$ cat config.mk
export PLATFORM = sky130hd
export DESIGN_NAME = irq_ack_ctrl
export DESIGN_NICKNAME = d
export VERILOG_FILES = /design/src/rtl/irq_ack_pkg.sv /design/src/rtl/irq_src_cfg.sv /design/src/rtl/irq_prio_tree.sv /design/src/rtl/irq_ack_port.sv /design/src/rtl/irq_ack_ctrl.sv
export SDC_FILE = /design/constraint.sdc
export NUM_CORES = 2
export LEC_CHECK = 0
export CAP_MARGIN = 15
export CORE_MARGIN = 2
export CORE_UTILIZATION = 45
export DETAILED_ROUTE_END_ITERATION = 8
export DONT_BUFFER_PORTS = 1
export GPL_ROUTABILITY_DRIVEN = 0
export SKIP_CTS_REPAIR_TIMING = 1
export SLEW_MARGIN = 30
export SYNTH_ARGS = -nofsm -noshare
export SYNTH_HDL_FRONTEND = slang
export SYNTH_SLANG_ARGS = --single-unit
$ cat constraint.sdc
create_clock -name clk -period 26.9 [get_ports clk]
set_input_delay 2.69 -clock clk [delete_from_list [all_inputs] [get_ports clk]]
set_output_delay 2.69 -clock clk [all_outputs]
set_load 0.01 [all_outputs]
$ cat src/rtl/irq_ack_pkg.sv
package irq_ack_pkg;
  localparam int LVL_W  = 3;
  localparam int PRI_W  = 3;
  localparam int KEY_W  = LVL_W + PRI_W;
  localparam int ADDR_W = 4;
  localparam logic [ADDR_W-1:0] ADDR_SW  = 4'd0;
  localparam logic [ADDR_W-1:0] ADDR_CAP = 4'd8;

  typedef struct packed {
    logic [LVL_W-1:0] lvl;
    logic [PRI_W-1:0] pri;
  } lp_t;
endpackage

$ cat src/rtl/irq_src_cfg.sv
module irq_src_cfg
  import irq_ack_pkg::*;
#(
  parameter int NUM_SRC = 64,
  localparam int IDX_W = $clog2(NUM_SRC)
) (
  input  logic                    clk,
  input  logic                    rst_n,
  input  logic                    cfg_we,
  input  logic [IDX_W-1:0]        cfg_idx,
  input  logic                    cfg_mask,
  input  logic [LVL_W-1:0]        cfg_lvl,
  input  logic [PRI_W-1:0]        cfg_pri,
  output logic [NUM_SRC-1:0]      src_mask,
  output lp_t  [NUM_SRC-1:0]      src_lp
);
  for (genvar i = 0; i < NUM_SRC; i++) begin : g_src
    logic hit;
    assign hit = cfg_we && (cfg_idx == IDX_W'(i));
    always_ff @(posedge clk) begin
      if (!rst_n) begin
        src_mask[i] <= 1'b1;
        src_lp[i]   <= '0;
      end else if (hit) begin
        src_mask[i]     <= cfg_mask;
        src_lp[i].lvl   <= cfg_lvl;
        src_lp[i].pri   <= cfg_pri;
      end
    end
  end
endmodule

$ cat src/rtl/irq_prio_tree.sv
module irq_prio_tree
  import irq_ack_pkg::*;
#(
  parameter int N = 64,
  localparam int IDX_W = $clog2(N),
  localparam int LEAVES = 1 << IDX_W
) (
  input  logic [N-1:0]     elig,
  input  lp_t  [N-1:0]     key,
  output logic             win_v,
  output logic [IDX_W-1:0] win_idx,
  output lp_t              win_key
);
  for (genvar s = 0; s <= IDX_W; s++) begin : g_st
    localparam int W = LEAVES >> s;
    logic [W-1:0]       v;
    logic [KEY_W-1:0]   k  [W];
    logic [IDX_W-1:0]   ix [W];
    if (s == 0) begin : g_leaf
      for (genvar j = 0; j < W; j++) begin : g_l
        if (j < N) begin : g_real
          assign v[j]  = elig[j];
          assign k[j]  = key[j];
          assign ix[j] = IDX_W'(j);
        end else begin : g_pad
          assign v[j]  = 1'b0;
          assign k[j]  = '0;
          assign ix[j] = '0;
        end
      end
    end else begin : g_node
      for (genvar j = 0; j < W; j++) begin : g_n
        logic take_r;
        // right child wins only on a strictly larger key; ties keep the lower index
        assign take_r = g_st[s-1].v[2*j+1] &&
                        (!g_st[s-1].v[2*j] || (g_st[s-1].k[2*j+1] > g_st[s-1].k[2*j]));
        assign v[j]  = g_st[s-1].v[2*j] | g_st[s-1].v[2*j+1];
        assign k[j]  = take_r ? g_st[s-1].k[2*j+1]  : g_st[s-1].k[2*j];
        assign ix[j] = take_r ? g_st[s-1].ix[2*j+1] : g_st[s-1].ix[2*j];
      end
    end
  end

  assign win_v   = g_st[IDX_W].v[0];
  assign win_idx = g_st[IDX_W].ix[0];
  assign win_key = g_st[IDX_W].k[0];
endmodule

$ cat src/rtl/irq_ack_port.sv
module irq_ack_port
  import irq_ack_pkg::*;
#(
  parameter int NUM_SRC  = 64,
  parameter int VEC_BASE = 64,
  parameter int VEC_W    = 8,
  localparam int IDX_W = $clog2(NUM_SRC)
) (
  input  logic              clk,
  input  logic              rst_n,
  input  logic              rd_valid,
  output logic              rd_ready,
  input  logic [ADDR_W-1:0] rd_addr,
  input  logic              cpu_ack_valid,
  output logic              cpu_ack_ready,
  input  logic [LVL_W-1:0]  cpu_ack_lvl,
  output logic              rsp_valid,
  input  logic              rsp_ready,
  output logic [VEC_W-1:0]  rsp_data,
  output logic              sel_sw,
  output logic [LVL_W-1:0]  sel_lvl,
  input  logic              win_v,
  input  logic [IDX_W-1:0]  win_idx,
  input  lp_t               win_key,
  output lp_t               lp_q
);
  logic slot_free, cpu_fire, rd_fire, rd_is_ack, ack_fire;
  logic [VEC_W-1:0] vec, reg_val;

  assign slot_free     = !rsp_valid || rsp_ready;
  assign cpu_ack_ready = slot_free;
  assign rd_ready      = slot_free && !cpu_ack_valid;
  assign cpu_fire      = cpu_ack_valid && slot_free;
  assign rd_fire       = rd_valid && rd_ready;
  assign rd_is_ack     = !rd_addr[ADDR_W-1];
  assign ack_fire      = cpu_fire || (rd_fire && rd_is_ack);

  always_comb begin
    if (cpu_ack_valid) begin
      sel_sw  = 1'b0;
      sel_lvl = cpu_ack_lvl;
    end else begin
      sel_sw  = (rd_addr == ADDR_SW);
      sel_lvl = rd_is_ack ? rd_addr[LVL_W-1:0] : '0;
    end
  end

  assign vec     = win_v ? (VEC_W'(VEC_BASE) + VEC_W'(win_idx)) : '0;
  assign reg_val = (rd_addr == ADDR_CAP) ? VEC_W'(lp_q) : '0;

  always_ff @(posedge clk) begin
    if (!rst_n) begin
      rsp_valid <= 1'b0;
      rsp_data  <= '0;
      lp_q      <= '0;
    end else begin
      if (ack_fire) begin
        rsp_valid <= 1'b1;
        rsp_data  <= vec;
        lp_q      <= win_v ? win_key : '0;
      end else if (rd_fire) begin
        rsp_valid <= 1'b1;
        rsp_data  <= reg_val;
      end else if (rsp_ready) begin
        rsp_valid <= 1'b0;
      end
    end
  end
endmodule

$ cat src/rtl/irq_ack_ctrl.sv
module irq_ack_ctrl
  import irq_ack_pkg::*;
#(
  parameter int NUM_SRC  = 64,
  parameter int VEC_BASE = 64,
  parameter int VEC_W    = 8,
  localparam int IDX_W = $clog2(NUM_SRC)
) (
  input  logic               clk,
  input  logic               rst_n,
  input  logic [NUM_SRC-1:0] src_req,
  input  logic               cfg_we,
  input  logic [IDX_W-1:0]   cfg_idx,
  input  logic               cfg_mask,
  input  logic [2:0]         cfg_lvl,
  input  logic [2:0]         cfg_pri,
  input  logic               rd_valid,
  output logic               rd_ready,
  input  logic [3:0]         rd_addr,
  input  logic               cpu_ack_valid,
  output logic               cpu_ack_ready,
  input  logic [2:0]         cpu_ack_lvl,
  output logic               rsp_valid,
  input  logic               rsp_ready,
  output logic [VEC_W-1:0]   rsp_data
);
  logic [NUM_SRC-1:0] src_mask;
  lp_t  [NUM_SRC-1:0] src_lp;
  logic [NUM_SRC-1:0] elig;
  logic               sel_sw;
  logic [LVL_W-1:0]   sel_lvl;
  logic               win_v;
  logic [IDX_W-1:0]   win_idx;
  lp_t                win_key;
  lp_t                lp_q;

  irq_src_cfg #(.NUM_SRC(NUM_SRC)) u_cfg (
    .clk(clk), .rst_n(rst_n), .cfg_we(cfg_we), .cfg_idx(cfg_idx),
    .cfg_mask(cfg_mask), .cfg_lvl(cfg_lvl), .cfg_pri(cfg_pri),
    .src_mask(src_mask), .src_lp(src_lp)
  );

  for (genvar i = 0; i < NUM_SRC; i++) begin : g_elig
    assign elig[i] = src_req[i] && !src_mask[i] && (src_lp[i].lvl != '0) &&
                     (sel_sw || (src_lp[i].lvl == sel_lvl));
  end

  irq_prio_tree #(.N(NUM_SRC)) u_tree (
    .elig(elig), .key(src_lp),
    .win_v(win_v), .win_idx(win_idx), .win_key(win_key)
  );

  irq_ack_port #(.NUM_SRC(NUM_SRC), .VEC_BASE(VEC_BASE), .VEC_W(VEC_W)) u_port (
    .clk(clk), .rst_n(rst_n),
    .rd_valid(rd_valid), .rd_ready(rd_ready), .rd_addr(rd_addr),
    .cpu_ack_valid(cpu_ack_valid), .cpu_ack_ready(cpu_ack_ready), .cpu_ack_lvl(cpu_ack_lvl),
    .rsp_valid(rsp_valid), .rsp_ready(rsp_ready), .rsp_data(rsp_data),
    .sel_sw(sel_sw), .sel_lvl(sel_lvl),
    .win_v(win_v), .win_idx(win_idx), .win_key(win_key), .lp_q(lp_q)
  );
endmodule

==> impl_results.html <==
<table>
<tr><th>Metric</th><th>Value</th></tr>
<tr><th colspan="2">Power</th></tr>
<tr><td>Pwr Total</td><td>1.64 mW</td></tr>
<tr><td>Leakage Power</td><td>16.0 nW</td></tr>
<tr><td>PD cells</td><td>39.6 nW/um^2</td></tr>
<tr><td>Maximum vdd ir drop</td><td>0.0489 mV</td></tr>
<tr><th colspan="2">Place</th></tr>
<tr><td>Cell total after placement</td><td>5936</td></tr>
<tr><td>Standard cell area after detailed placement</td><td>39300 sq um</td></tr>
<tr><td>Setup slack at placement</td><td>9.22 ns</td></tr>
<tr><td>HPWL after detailed placement</td><td>91600 microns</td></tr>
<tr><td>IO buf count</td><td>0</td></tr>
<tr><th colspan="2">Detailed routing</th></tr>
<tr><td>Per-cell routed wire length</td><td>22.5 microns</td></tr>
<tr><td>Drc violations</td><td>0</td></tr>
<tr><td>Count of antenna-violating nets left after detailed routing</td><td>0</td></tr>
<tr><td>Number of design-rule violations left by the first detailed-router iteration</td><td>3534</td></tr>
<tr><td>Sum of routed wire length over all layers</td><td>136000 microns</td></tr>
<tr><td>Number of vias per cell after detailed routing</td><td>6.07</td></tr>
<tr><td>Detailed-router iteration count before antenna repair</td><td>8</td></tr>
<tr><td>Vias after detailed routing</td><td>36700</td></tr>
<tr><th colspan="2">Critical path</th></tr>
<tr><td>Cell class contributing the biggest share of worst-path delay</td><td>compound AO/OA/AOI/OAI gates</td></tr>
<tr><td>Max incr delay on CP</td><td>0.72 ns</td></tr>
<tr><td>Cell occurring most often along the worst timing path</td><td>sky130_fd_sc_hd__o21ai_0</td></tr>
<tr><td>Max Fanout on Critical Path</td><td>35</td></tr>
<tr><td>Data required time of the critical path</td><td>27.48 ns</td></tr>
<tr><td>CP Data Arrival Time</td><td>17.38 ns</td></tr>
<tr><td>Setup CP Type</td><td>input pin to flop</td></tr>
<tr><td>Slowest cell on the critical path</td><td>sky130_fd_sc_hd__a2111oi_0</td></tr>
<tr><td>CP Capture Type</td><td>flop</td></tr>
<tr><td>Kind of start point of the critical path</td><td>input pin</td></tr>
<tr><td>CP bufs+invs</td><td>5</td></tr>
<tr><th colspan="2">Clock network</th></tr>
<tr><td>Clock buffers created by TritonCTS</td><td>57</td></tr>
<tr><td>Buffer type at the clock tree root</td><td>sky130_fd_sc_hd__clkbuf_16</td></tr>
<tr><td>TritonCTS clock tree</td><td>done</td></tr>
<tr><td>Clock H-tree levels</td><td>2</td></tr>
<tr><td>Count of clock tree sinks</td><td>462</td></tr>
<tr><td>Clock slew at the register clock pins of the worst setup and hold paths</td><td>0.06 ns</td></tr>
<tr><td>Maximum number of buffers from clock root to sink</td><td>3</td></tr>
<tr><td>Clock insertion delay at the later pin of the skew report</td><td>0.65 ns</td></tr>
<tr><th colspan="2">Status</th></tr>
<tr><td>Violations in the final reports</td><td>max-slew violations</td></tr>
<tr><td>Result of the run</td><td>finished with violations</td></tr>
<tr><th colspan="2">Final layout</th></tr>
<tr><td>Post-layout instance area</td><td>41400 sq um</td></tr>
<tr><td>Share of cells above drive strength 1</td><td>6.14%</td></tr>
<tr><td>Post-route insts no fill</td><td>6049</td></tr>
<tr><td>NumNets Final</td><td>5298</td></tr>
<tr><td>Layout Area Growth over Synthesis</td><td>7.29%</td></tr>
<tr><th colspan="2">GRT</th></tr>
<tr><td>Initial antenna violation count</td><td>18</td></tr>
<tr><td>Maximum number of pins on one net before global-route repair</td><td>460</td></tr>
<tr><td>Total track usage</td><td>30.1%</td></tr>
<tr><td>Gr ovfl total</td><td>0</td></tr>
<tr><td>Wire length of the first global-routing pass</td><td>205000 microns</td></tr>
<tr><td>Via count of the first global-routing pass</td><td>33800</td></tr>
<tr><th colspan="2">STA</th></tr>
<tr><td>Worst clock skew on the final layout</td><td>0.0242 ns</td></tr>
<tr><td>Max_slew headroom</td><td>-44.0%</td></tr>
<tr><td>RSZ-0062 raised after global routing</td><td>no</td></tr>
<tr><td>Post-Route Setup TNS</td><td>0 ns</td></tr>
<tr><td>Final setup violation count</td><td>0</td></tr>
<tr><td>Fin. max-slew vios</td><td>238</td></tr>
<tr><td>Pin slew with the least headroom to its limit</td><td>2.16 ns</td></tr>
<tr><td>Fin crit share</td><td>62.5%</td></tr>
<tr><td>Maximum clock frequency</td><td>0.0595 GHz</td></tr>
<tr><td>Min setup slack post-route</td><td>10.10 ns</td></tr>
<tr><td>Final critical delay including setup and external delays</td><td>16.80 ns</td></tr>
<tr><td>Number of endpoints with negative hold slack in the final report</td><td>0</td></tr>
<tr><th colspan="2">Logic synthesis</th></tr>
<tr><td>Mapped Nets</td><td>5489</td></tr>
<tr><td>Mapped cell area</td><td>38500 sq um</td></tr>
<tr><td>Share of synthesized flip-flops with an asynchronous set or reset</td><td>0%</td></tr>
<tr><td>Gate count after technology mapping</td><td>5043</td></tr>
<tr><td>Flip-flop and latch count after synthesis</td><td>462</td></tr>
<tr><td>Sequential cell area fraction in the yosys report</td><td>24.0%</td></tr>
<tr><td>Yosys synthesis warning count</td><td>0</td></tr>
<tr><td>Number of distinct library cell variants in the gate-level netlist after synthesis</td><td>95</td></tr>
<tr><td>Mean instance size in the synthesized netlist</td><td>7.64 sq um</td></tr>
<tr><td>Flip-flop cell with the highest count after synthesis</td><td>sky130_fd_sc_hd__dfxtp_1</td></tr>
<tr><td>Post-synth EDFFs</td><td>0</td></tr>
<tr><th colspan="2">Floorplanning</th></tr>
<tr><td>Rows</td><td>107</td></tr>
<tr><td>Core area</td><td>85000 sq um</td></tr>
<tr><td>Width of the die</td><td>297 microns</td></tr>
<tr><td>Count of pins on the block boundary</td><td>101</td></tr>
<tr><td>Die outline area</td><td>88000 sq um</td></tr>
<tr><td>Effective utilization at floorplan</td><td>45.3%</td></tr>
<tr><td>Height of the die</td><td>297 microns</td></tr>
<tr><th colspan="2">Job</th></tr>
<tr><td>Max-capacitance violation count</td><td>0</td></tr>
<tr><th colspan="2">Min path</th></tr>
<tr><td>Classification of the worst-slack hold path</td><td>flop to flop</td></tr>
</table>
==> layer usage <==
metal / routed length (microns) / vias to the layer above / part of all wire (%) / track usage, %
met2: 58700 / 1278 / 43 / 46.7
met1: 59900 / 17400 / 44 / 40.5
met5: 120 / - / 0.088 / 0
met3: 11000 / 310 / 8.1 / 5.92
met4: 6110 / 18 / 4.5 / 12.7
li1: - / 17600 / - / -
==> cells in the mapped netlist, types with 27 or more instances <==
library cell                 n  area share [%]
sky130_fd_sc_hd__nand2_1   564             5.5
sky130_fd_sc_hd__dfxtp_1   462              24
sky130_fd_sc_hd__nand3_1   441             5.7
sky130_fd_sc_hd__inv_1     362             3.5
sky130_fd_sc_hd__ha_1      356              12
sky130_fd_sc_hd__mux2i_1   337             8.8
sky130_fd_sc_hd__a21boi_0  279             5.4
sky130_fd_sc_hd__a21oi_1   259             3.4
sky130_fd_sc_hd__clkbuf_1  235             2.3
sky130_fd_sc_hd__nor2_1    229             2.2
sky130_fd_sc_hd__nor2b_1   207             3.4
sky130_fd_sc_hd__o21ai_0   206             2.7
sky130_fd_sc_hd__o21a_1     76             1.5
sky130_fd_sc_hd__xnor2_1    63             1.4
sky130_fd_sc_hd__nor3_1     59            0.77
sky130_fd_sc_hd__nand2b_1   55            0.89
sky130_fd_sc_hd__and3_1     53            0.86
sky130_fd_sc_hd__mux2_2     48             1.4
sky130_fd_sc_hd__a211oi_1   42            0.82
sky130_fd_sc_hd__nand4_1    42            0.68
sky130_fd_sc_hd__buf_1      36            0.35
sky130_fd_sc_hd__a21o_1     34            0.66
sky130_fd_sc_hd__a31oi_1    33            0.54
sky130_fd_sc_hd__or3_1      33            0.54
sky130_fd_sc_hd__o211ai_1   29            0.56
sky130_fd_sc_hd__o22ai_1    28            0.45
sky130_fd_sc_hd__or2_2      27            0.44
==> sequential cells by signal, summed over array words and instances (netlist names) <==
name              count
u_cfg.src_lp        384
u_cfg.src_mask       64
u_port.rsp_data       7
u_port.lp_q           6
u_port.rsp_valid      1
==> layout make-up <==
type / count / area, sq um
multi-input cells: 3920 / 27000
clock buffers: 81 / 1720
repair buffers: 49 / 365
clock inverters: 26 / 258
fillers: 8437 / 43700
well taps: 1144 / 1430
flip-flops and latches: 462 / 9250
inverters: 362 / 1360
diodes: 5 / 12.5
==> kinds of logic (layout without fill, tap and decap cells) <==
group / count (synthesis) / after routing / share of synthesized area, %
adder cells (fa/ha/maj): 361 / 361 / 11.7
AO/OA/AOI/OAI: 1244 / 1244 / 22.0
other: 1 / 6 / 0.00973
flip-flops: 462 / 462 / 24.0
multiplexers: 387 / 387 / 10.2
XOR/XNOR: 78 / 78 / 1.77
buffers and inverters: 661 / 518 / 6.56
AND/OR/NAND/NOR: 1849 / 1849 / 23.8
==> worst paths after layout <==
| check | start | endpoint | slack, ns | depth (start not counted) |
|---|---|---|---|---|
| setup / recovery | rd_addr[0] | u_port.rsp_data[2] | 10.10 | 63 |
| hold / removal | u_cfg.src_mask[20] | u_cfg.src_mask[20] | 0.46 | 2 |
| setup reg to reg | u_cfg.src_lp[255] | u_port.rsp_data[2] | 12.63 | 65 |
| hold reg to reg | u_cfg.src_mask[20] | u_cfg.src_mask[20] | 0.46 | 2 |
==> through the flow <==
stage | util (%) | hold slack [ns]
finish | 48.6 | 0.457
global route | 48.6 | 0.479
CTS | 48.6 | 0.457
detailed placement | 46.3 | 0.445
global placement | 46.2 | 0.441
floorplan | - | 0.427
==> cells in the final DEF, fill, tap and decap left out, types with 29 or more instances in the layout <==
cell type / count
sky130_fd_sc_hd__o21ai_0: 204
sky130_fd_sc_hd__nor2_1: 219
sky130_fd_sc_hd__a21boi_0: 279
sky130_fd_sc_hd__clkbuf_16: 59
sky130_fd_sc_hd__a211oi_1: 42
sky130_fd_sc_hd__a31oi_1: 33
sky130_fd_sc_hd__nand2b_1: 54
sky130_fd_sc_hd__xnor2_1: 63
sky130_fd_sc_hd__and3_1: 52
sky130_fd_sc_hd__buf_4: 48
sky130_fd_sc_hd__o211ai_1: 29
sky130_fd_sc_hd__o21a_1: 76
sky130_fd_sc_hd__dfxtp_1: 462
sky130_fd_sc_hd__a21o_1: 34
sky130_fd_sc_hd__nor3_1: 50
sky130_fd_sc_hd__nor2b_1: 206
sky130_fd_sc_hd__nand3_1: 441
sky130_fd_sc_hd__nand4_1: 42
sky130_fd_sc_hd__mux2_2: 48
sky130_fd_sc_hd__inv_1: 362
sky130_fd_sc_hd__mux2i_1: 337
sky130_fd_sc_hd__ha_1: 356
sky130_fd_sc_hd__or3_1: 33
sky130_fd_sc_hd__a21oi_1: 257
sky130_fd_sc_hd__nand2_1: 562
==> report_power, final <==
part	switching, mW	internal (mW)	total, mW
Sequential	0.00460	0.688	0.692
Combinational	0.0755	0.0453	0.121
Clock	0.343	0.482	0.824
Total	0.423	1.21	1.64
==> worst min-delay path, delay by kind of cell (launching register included) <==
family	cells	cell delay (ns)
DFF	1	0.32
and+or+nand+nor	2	0.11
Power figures use the tool's default switching activity.
